<file path="src/rtl/bank_dispatch_pkg.sv">
package bank_dispatch_pkg;

    // kind of the last command seen by a bank
    typedef enum logic [1:0] {
        LK_NONE    = 2'd0,
        LK_ACCESS  = 2'd1,
        LK_REFRESH = 2'd2
    } last_kind_t;

    // dispatcher states
    typedef enum logic {
        DS_IDLE  = 1'b0,
        DS_OFFER = 1'b1
    } disp_state_t;

endpackage

</file>
<file path="src/rtl/bank_queue.sv">
module bank_queue #(
    parameter int DEPTH = 4,
    parameter int ROW_W = 14,
    localparam int PTR_W = (DEPTH > 1) ? $clog2(DEPTH) : 1,
    localparam int CNT_W = $clog2(DEPTH + 1)
) (
    input  logic             clk,
    input  logic             rst_n,
    input  logic             push,
    input  logic [ROW_W-1:0] push_row,
    input  logic             push_wr,
    input  logic             pop,
    input  logic             peek,
    output logic [CNT_W-1:0] count,
    output logic [ROW_W-1:0] head_row,
    output logic             head_wr,
    output logic             misuse
);

    logic [ROW_W:0]   slot [DEPTH];
    logic [PTR_W-1:0] rd_ptr;
    logic [PTR_W-1:0] wr_ptr;
    logic             do_pop;
    logic             do_push;

    function automatic logic [PTR_W-1:0] bump(input logic [PTR_W-1:0] p);
        return (p == PTR_W'(DEPTH - 1)) ? '0 : p + PTR_W'(1);
    endfunction

    assign do_pop  = pop && (count != '0);
    assign do_push = push && (count != CNT_W'(DEPTH));

    always_ff @(posedge clk) begin
        if (do_push) slot[wr_ptr] <= {push_wr, push_row};
    end

    always_ff @(posedge clk or negedge rst_n) begin
        if (!rst_n) begin
            rd_ptr <= '0;
            wr_ptr <= '0;
            count  <= '0;
        end else begin
            if (do_push) wr_ptr <= bump(wr_ptr);
            if (do_pop)  rd_ptr <= bump(rd_ptr);
            unique case ({do_push, do_pop})
                2'b10:   count <= count + CNT_W'(1);
                2'b01:   count <= count - CNT_W'(1);
                default: count <= count;
            endcase
        end
    end

    assign {head_wr, head_row} = slot[rd_ptr];
    assign misuse = (pop || peek) && (count == '0);

    AST_NO_OVERFLOW: assert property (@(posedge clk) disable iff (!rst_n)
        push |-> (count != CNT_W'(DEPTH)));
    AST_NO_UNDERFLOW: assert property (@(posedge clk) disable iff (!rst_n)
        pop |-> (count != '0));

endmodule

</file>
<file path="src/rtl/bank_tracker.sv">
module bank_tracker
    import bank_dispatch_pkg::*;
#(
    parameter int ROW_W = 14,
    parameter int DLY_W = 6
) (
    input  logic             clk,
    input  logic             rst_n,
    input  logic             ref_start,
    input  logic             ref_done,
    input  logic             ref_running,
    input  logic             accept,
    input  logic [ROW_W-1:0] accept_row,
    input  logic [DLY_W-1:0] accept_dly,
    input  logic             reject,
    input  logic             has_work,
    output logic             eligible,
    output logic             open_v,
    output logic [ROW_W-1:0] open_row
);

    last_kind_t       kind;
    logic [DLY_W-1:0] left;
    logic             blocked;
    logic             busy;

    // last command, countdown to its start, open row
    always_ff @(posedge clk or negedge rst_n) begin
        if (!rst_n) begin
            kind     <= LK_NONE;
            left     <= '0;
            open_v   <= 1'b0;
            open_row <= '0;
        end else if (ref_start) begin
            kind   <= LK_REFRESH;
            left   <= '0;
            open_v <= 1'b0;
        end else if (accept) begin
            kind     <= LK_ACCESS;
            left     <= accept_dly;
            open_v   <= 1'b1;
            open_row <= accept_row;
        end else if (left != '0) begin
            left <= left - DLY_W'(1);
        end
    end

    // a refused bank waits for the end of the refresh
    always_ff @(posedge clk or negedge rst_n) begin
        if (!rst_n)        blocked <= 1'b0;
        else if (ref_done) blocked <= 1'b0;
        else if (reject)   blocked <= 1'b1;
    end

    always_comb begin
        unique case (kind)
            LK_NONE:    busy = 1'b0;
            LK_ACCESS:  busy = (left != '0);
            LK_REFRESH: busy = ref_running;
            default:    busy = 1'b0;
        endcase
        eligible = has_work && !busy && !blocked;
    end

    AST_REFRESH_CLOSES: assert property (@(posedge clk) disable iff (!rst_n)
        ref_start |=> !open_v);
    AST_ACCEPT_OPENS: assert property (@(posedge clk) disable iff (!rst_n)
        (accept && !ref_start) |=> (open_v && open_row == $past(accept_row)));
    AST_ACCESS_BUSY: assert property (@(posedge clk) disable iff (!rst_n)
        (accept && !ref_start && accept_dly != '0) |=> !eligible);
    AST_REJECT_BLOCKS: assert property (@(posedge clk) disable iff (!rst_n)
        (reject && !ref_done) |=> !eligible);

endmodule

</file>
<file path="src/rtl/dispatch_fsm.sv">
module dispatch_fsm
    import bank_dispatch_pkg::*;
#(
    parameter int NUM_BANKS = 4,
    localparam int BANK_W = $clog2(NUM_BANKS)
) (
    input  logic                 clk,
    input  logic                 rst_n,
    input  logic [NUM_BANKS-1:0] eligible,
    input  logic                 sch_accept,
    input  logic                 sch_reject,
    output logic                 offer_valid,
    output logic [BANK_W-1:0]    sel_bank,
    output logic                 take,
    output logic                 refuse
);

    disp_state_t       state;
    disp_state_t       state_nx;
    logic [BANK_W-1:0] sel_nx;
    logic              pick_any;
    logic [BANK_W-1:0] pick;

    // lowest eligible bank wins
    always_comb begin
        pick_any = 1'b0;
        pick     = '0;
        for (int i = NUM_BANKS - 1; i >= 0; i--) begin
            if (eligible[i]) begin
                pick_any = 1'b1;
                pick     = BANK_W'(i);
            end
        end
    end

    always_comb begin
        state_nx = state;
        sel_nx   = sel_bank;
        unique case (state)
            DS_IDLE: begin
                if (pick_any) begin
                    state_nx = DS_OFFER;
                    sel_nx   = pick;
                end
            end
            DS_OFFER: begin
                if (sch_accept || sch_reject) state_nx = DS_IDLE;
            end
            default: state_nx = DS_IDLE;
        endcase
    end

    always_ff @(posedge clk or negedge rst_n) begin
        if (!rst_n) begin
            state    <= DS_IDLE;
            sel_bank <= '0;
        end else begin
            state    <= state_nx;
            sel_bank <= sel_nx;
        end
    end

    always_comb begin
        offer_valid = (state == DS_OFFER);
        take        = offer_valid && sch_accept;
        refuse      = offer_valid && !sch_accept && sch_reject;
    end

    AST_OFFER_HELD: assert property (@(posedge clk) disable iff (!rst_n)
        (offer_valid && !sch_accept && !sch_reject) |=> (offer_valid && $stable(sel_bank)));
    AST_LOWEST_FIRST: assert property (@(posedge clk) disable iff (!rst_n)
        $rose(offer_valid) |-> (($past(eligible) & ((NUM_BANKS'(1) << sel_bank) - NUM_BANKS'(1))) == '0));

endmodule

</file>
<file path="src/rtl/bank_dispatch.sv">
module bank_dispatch
    import bank_dispatch_pkg::*;
#(
    parameter int NUM_BANKS   = 4,
    parameter int QUEUE_DEPTH = 4,
    parameter int ROW_W       = 14,
    parameter int DLY_W       = 6,
    localparam int BANK_W = $clog2(NUM_BANKS)
) (
    input  logic                       clk,
    input  logic                       rst_n,
    input  logic                       in_valid,
    output logic                       in_ready,
    input  logic [BANK_W-1:0]          in_bank,
    input  logic [ROW_W-1:0]           in_row,
    input  logic                       in_write,
    output logic                       out_valid,
    output logic [BANK_W-1:0]          out_bank,
    output logic [ROW_W-1:0]           out_row,
    output logic                       out_write,
    input  logic                       sch_accept,
    input  logic                       sch_reject,
    input  logic [DLY_W-1:0]           sch_delay,
    input  logic                       ref_start,
    input  logic                       ref_done,
    output logic [NUM_BANKS-1:0]       open_valid,
    output logic [NUM_BANKS*ROW_W-1:0] open_rows,
    output logic                       proto_err
);

    localparam int CNT_W = $clog2(QUEUE_DEPTH + 1);

    logic              stage_v;
    logic [BANK_W-1:0] stage_bank;
    logic [ROW_W-1:0]  stage_row;
    logic              stage_wr;
    logic              ref_running;

    logic [CNT_W-1:0]     q_cnt [NUM_BANKS];
    logic [ROW_W-1:0]     q_row [NUM_BANKS];
    logic [NUM_BANKS-1:0] q_wr;
    logic [NUM_BANKS-1:0] elig;
    logic [NUM_BANKS-1:0] misuse;

    logic [BANK_W-1:0] sel_bank;
    logic              offer;
    logic              take;
    logic              refuse;
    logic [CNT_W:0]    occ;

    // room check counts the entry still in staging
    always_comb begin
        occ = {1'b0, q_cnt[in_bank]};
        if (stage_v && stage_bank == in_bank) occ = occ + (CNT_W + 1)'(1);
        in_ready = occ < (CNT_W + 1)'(QUEUE_DEPTH);
    end

    always_ff @(posedge clk or negedge rst_n) begin
        if (!rst_n) begin
            stage_v    <= 1'b0;
            stage_bank <= '0;
            stage_row  <= '0;
            stage_wr   <= 1'b0;
        end else begin
            stage_v <= in_valid && in_ready;
            if (in_valid && in_ready) begin
                stage_bank <= in_bank;
                stage_row  <= in_row;
                stage_wr   <= in_write;
            end
        end
    end

    always_ff @(posedge clk or negedge rst_n) begin
        if (!rst_n)         ref_running <= 1'b0;
        else if (ref_start) ref_running <= 1'b1;
        else if (ref_done)  ref_running <= 1'b0;
    end

    for (genvar b = 0; b < NUM_BANKS; b++) begin : g_bank
        logic is_sel;
        logic push_here;
        logic has_work;

        assign is_sel    = (sel_bank == BANK_W'(b));
        assign push_here = stage_v && (stage_bank == BANK_W'(b));
        assign has_work  = (q_cnt[b] != '0);

        bank_queue #(
            .DEPTH (QUEUE_DEPTH),
            .ROW_W (ROW_W)
        ) u_queue (
            .clk      (clk),
            .rst_n    (rst_n),
            .push     (push_here),
            .push_row (stage_row),
            .push_wr  (stage_wr),
            .pop      (take && is_sel),
            .peek     (offer && is_sel),
            .count    (q_cnt[b]),
            .head_row (q_row[b]),
            .head_wr  (q_wr[b]),
            .misuse   (misuse[b])
        );

        bank_tracker #(
            .ROW_W (ROW_W),
            .DLY_W (DLY_W)
        ) u_track (
            .clk         (clk),
            .rst_n       (rst_n),
            .ref_start   (ref_start),
            .ref_done    (ref_done),
            .ref_running (ref_running),
            .accept      (take && is_sel),
            .accept_row  (q_row[b]),
            .accept_dly  (sch_delay),
            .reject      (refuse && is_sel),
            .has_work    (has_work),
            .eligible    (elig[b]),
            .open_v      (open_valid[b]),
            .open_row    (open_rows[b*ROW_W +: ROW_W])
        );
    end

    dispatch_fsm #(
        .NUM_BANKS (NUM_BANKS)
    ) u_fsm (
        .clk         (clk),
        .rst_n       (rst_n),
        .eligible    (elig),
        .sch_accept  (sch_accept),
        .sch_reject  (sch_reject),
        .offer_valid (offer),
        .sel_bank    (sel_bank),
        .take        (take),
        .refuse      (refuse)
    );

    assign out_valid = offer;
    assign out_bank  = sel_bank;
    assign out_row   = q_row[sel_bank];
    assign out_write = q_wr[sel_bank];
    assign proto_err = |misuse;

    AST_STAGE_LANDS: assert property (@(posedge clk) disable iff (!rst_n)
        (in_valid && in_ready) |=> stage_v);
    AST_REFRESH_NO_NEW_OFFER: assert property (@(posedge clk) disable iff (!rst_n)
        (ref_running && !ref_done && !offer) |=> !offer);

endmodule

</file>
<file path="config.mk">
export PLATFORM = sky130hd
export DESIGN_NAME = bank_dispatch
export DESIGN_NICKNAME = d
export VERILOG_FILES = /design/src/rtl/bank_dispatch_pkg.sv /design/src/rtl/bank_queue.sv /design/src/rtl/bank_tracker.sv /design/src/rtl/dispatch_fsm.sv /design/src/rtl/bank_dispatch.sv
export SDC_FILE = /design/constraint.sdc
export NUM_CORES = 1
export LEC_CHECK = 0
export BUFFER_PORTS_ARGS = -buffer_cell sky130_fd_sc_hd__buf_2
export CAP_MARGIN = 20
export CORE_AREA = 2 2 174 193
export CTS_BUF_LIST = sky130_fd_sc_hd__clkbuf_16
export CTS_CLUSTER_DIAMETER = 60
export DETAILED_ROUTE_END_ITERATION = 16
export DIE_AREA = 0 0 176 195
export HOLD_SLACK_MARGIN = 0.03
export PLACE_DENSITY_LB_ADDON = 0.12
export REMOVE_ABC_BUFFERS = 1
export SETUP_SLACK_MARGIN = 0.2
export SLEW_MARGIN = 20
export SYNTH_ARGS = -nofsm -noshare
export SYNTH_HDL_FRONTEND = slang
export SYNTH_SLANG_ARGS = --single-unit
</file>
<file path="constraint.sdc">
create_clock -name clk -period 2.3 [get_ports clk]
set_input_delay 0.345 -clock clk [delete_from_list [all_inputs] [get_ports clk]]
set_output_delay 0.345 -clock clk [all_outputs]
set_load 0.03 [all_outputs]
</file>
==> flow_summary.yaml <==
run_status:
  status: "complete, but fails checks"
  violations: "negative setup slack"
sta:
  finalMaxSlewViolations: 0
  hold_violations: 0
  setup-violations-final: 15
  fin_skew_ps: 12.64
  rsz0062_at_grt: "yes"
  tightest_slew_ps: 706.3
  fmax_mhz: 363.9
  setup_tns_ps: -6309
  min_period_ps: 2748
  max_slew_margin: 0.5255
  period_share: 1.195
  fin_ws_ps: -448.0
worst_setup_path:
  path_delay_family: "multiplexers"
  end_kind: "output pin"
  path_buf_inv: 3
  path_cells: "buf_12, buf_16, mux4_2, mux4_2, buf_6"
  reg2regPathDepth: 10
  worst_path_max_delay_cell: "mux4_2"
  r2r-start: "u_fsm.sel_bank[0]$_DFFE_PN0P_"
  crit_top_cell: "mux4_2"
  slowest_delay_ps: 550
  worstPathMaxFanout: 6
  timing.rr.end: "g_bank[2].u_queue.count[2]$_DFFE_PN0P_"
  path_class: "reg -> out"
  crit_path_start_kind: "flop"
  arrival_ps: 2400
  rrSetupSlack_ps: 190
  critical_path_required_ps: 1960
synthesis:
  avgSynthCellArea_um2: 17.06
  syn_inst: 938
  synth_area_leader_cell: "edfxtp_1"
  synthFlopType: "edfxtp_1"
  synth_commonest_cells: "edfxtp_1 (240), dfrtp_1 (142), mux4_2 (70)"
  syn_area_um2: 16010
  synth.distinct_cells: 52
  yosys-top-cells-area: "edfxtp_1 (45%), dfrtp_1 (22%), mux4_2 (9.8%)"
  ys_seq_area_frac: 0.6723
  yosysWarnings: 0
  async_flop_share: 0.3717
  ys_ff_latch: 382
  synth_edf_count: 240
  synth_top_area_frac: 0.4503
  post-synth-top-count-cell: "edfxtp_1"
floorplanning:
  io_pins: 110
  die_h_um: 195
  core_um2: 32200
  num_rows: 69
  start_util: 0.4970
  dieWidth_um: 176
  die_area_um2: 34320
cts:
  cts.path.max_buffers: 3
  cts_max_level: 2
  cts_sinks: 382
  clk_latency_ps: 530
  cts_made_buffers: 40
  clockRootBuffer: "clkbuf_16"
  cts_tree: "yes"
  clkSlewWorstSetupHoldPaths_ps: 60
cells_and_area:
  multi_input_comb_area_um2: 5004
  n_fill_cell: 2380
  regArea_um2: 10770
  drive_gt1_frac: 0.3853
  final_util: 0.6036
  finalNetCount: 1236
  n_antenna_cell: 0
  layout.cells.non_filler: 1620
  syn_to_final_growth_pct: 21.45
routing:
  detail-route-antenna-nets: 0
  drtIter0Drc: 608
  vias: 8914
  drc_errors: 0
  firstDrtPassIters: 4
  wl_per_cell_um: 21.67
  route.detailed.vias_per_inst: 5.502
  routed_wl_mm: 35.11
power:
  power_leakage_nw: 7.610
  power_density_nw_per_um2: 1411
  p_total_mw: 27.42
  ir_worst_vdd_mv: 0.9709
hold_path:
  hold_depth: 2
  holdPathEnd: "stage_row[11]$_DFFE_PN0P_"
  hp-class: "in -> reg"
  hp-start: "in_row[11]"
global_route:
  antenna_found_initial: 0
  grt_overflow_total: 0
  grt_pass1_wl_mm: 53.86
  grt_pass1_vias: 8929
  grt_usage: 0.2088
  grt_max_degree: 42
place:
  portBuffers: 109
  place_congestion: 0.8573
  dpl.hpwl_mm: 23.98
  placed_cells: 1508
flow_run:
  maxCapViolCount: 0
## power breakdown
| group | internal, mW | total, mW | switching (mW) | leakage, nW |
|---|---|---|---|---|
| clock | 3.48 | 6.10 | 2.62 | 0.624 |
| sequential | 9.24 | 10.8 | 1.57 | 3.91 |
| combinational | 4.89 | 10.5 | 5.62 | 3.08 |
## cell usage in the layout (no fill, tap or decap), types with 5 or more instances in the layout
cell             n
clkbuf_16       42
a21oi_1         29
buf_4           83
nor2_1          39
mux2_1           6
clkinvlp_4       6
inv_1           51
nand3_1          7
and2_1          17
ha_1            36
nand2_1         39
o21ai_0         16
or3_1            6
buf_12          12
dlygate4sd3_1   10
nor2b_1          5
a22oi_1         12
xor2_1          16
dfrtp_2          7
dfrtp_1        135
buf_2           91
a21o_1           5
clkinv_1        11
mux2_2          65
mux4_2          74
mux2_4           9
xnor2_1         14
nor3_1          14
edfxtp_1       240
buf_6           21
## registers in the layout (all words and copies together) (netlist names), 4 cells and up
signal and flops:
g_bank.u_queue.slot 240, g_bank.u_track.open_row 56, g_bank.u_track.left 24, stage_row 14
g_bank.u_queue.count 12, g_bank.u_queue.rd_ptr 8, g_bank.u_queue.wr_ptr 8, g_bank.u_track.kind 8
g_bank.u_track.blocked 4
## layout make-up
type	instances	area share
inverters	47	0.009269
multi-input cells	472	0.2574
well taps	426	0.02742
clock inverters	33	0.01126
repair buffers	219	0.08786
clock buffers	41	0.05278
flip-flops and latches	382	0.5540
## kinds of logic (layout without fill, tap and decap cells)
group / after synthesis / count (layout) / share of synthesized area
buffers and inverters: 84 / 340 / 0.02658
and+or+nand+nor: 158 / 158 / 0.04737
DFF: 382 / 382 / 0.6723
muxes: 156 / 156 / 0.1667
AOI/OAI and AO/OA: 84 / 84 / 0.03432
xor gates and xnor gates: 30 / 30 / 0.01642
adders and majority gates: 44 / 44 / 0.03627
## per-layer routing
metal,wire length [µm],global-route usage
met1,15960,0.3087
met2,16430,0.3239
met3,1811,0.03407
met4,900,0.06091
met5,0,0
## worst max-delay path by stage
stage / start / to / slack, ps / cells after the start
after floorplan: u_fsm.sel_bank[0]$_DFFE_PN0P_ / g_bank[1].u_queue.count[2]$_DFFE_PN0P_ / -650 / 9
after global placement: u_fsm.sel_bank[0]$_DFFE_PN0P_ / g_bank[1].u_queue.count[2]$_DFFE_PN0P_ / 30 / 9
after detailed placement: g_bank[0].u_queue.rd_ptr[0]$_DFFE_PN0P_ / out_row[6] / 30 / 4
after CTS: g_bank[3].u_queue.rd_ptr[0]$_DFFE_PN0P_ / out_write / -470 / 5
after global routing: g_bank[3].u_queue.rd_ptr[0]$_DFFE_PN0P_ / out_row[12] / -500 / 4
final: g_bank[3].u_queue.rd_ptr[0]$_DFFE_PN0P_ / out_write / -450 / 5
## repair_timing
item                                    CTS  global route
gates cloned                              1             1
endpoints found under the setup margin   21            39
pin swaps                                10            22
endpoints found under the hold margin    35             0
setup buffers                            17             9
gates resized for setup                  63            31
hold buffers                             10             0
## through the flow
| stage | area (µm²) | worst slack, ps | hold slack (ps) |
|---|---|---|---|
| 4_1_cts | 19240 | -472.1 | 30.58 |
| 3_5_place_dp | 17520 | 32.29 | 256.6 |
| 3_3_place_gp | 17520 | 31.60 | 255.2 |
| 6_report | 19440 | -448.0 | 48.80 |
| 2_1_floorplan | 15760 | -647.8 | 49.41 |
| 5_1_grt | 19440 | -500.9 | 35.20 |
(Power assumes the default switching activity.)
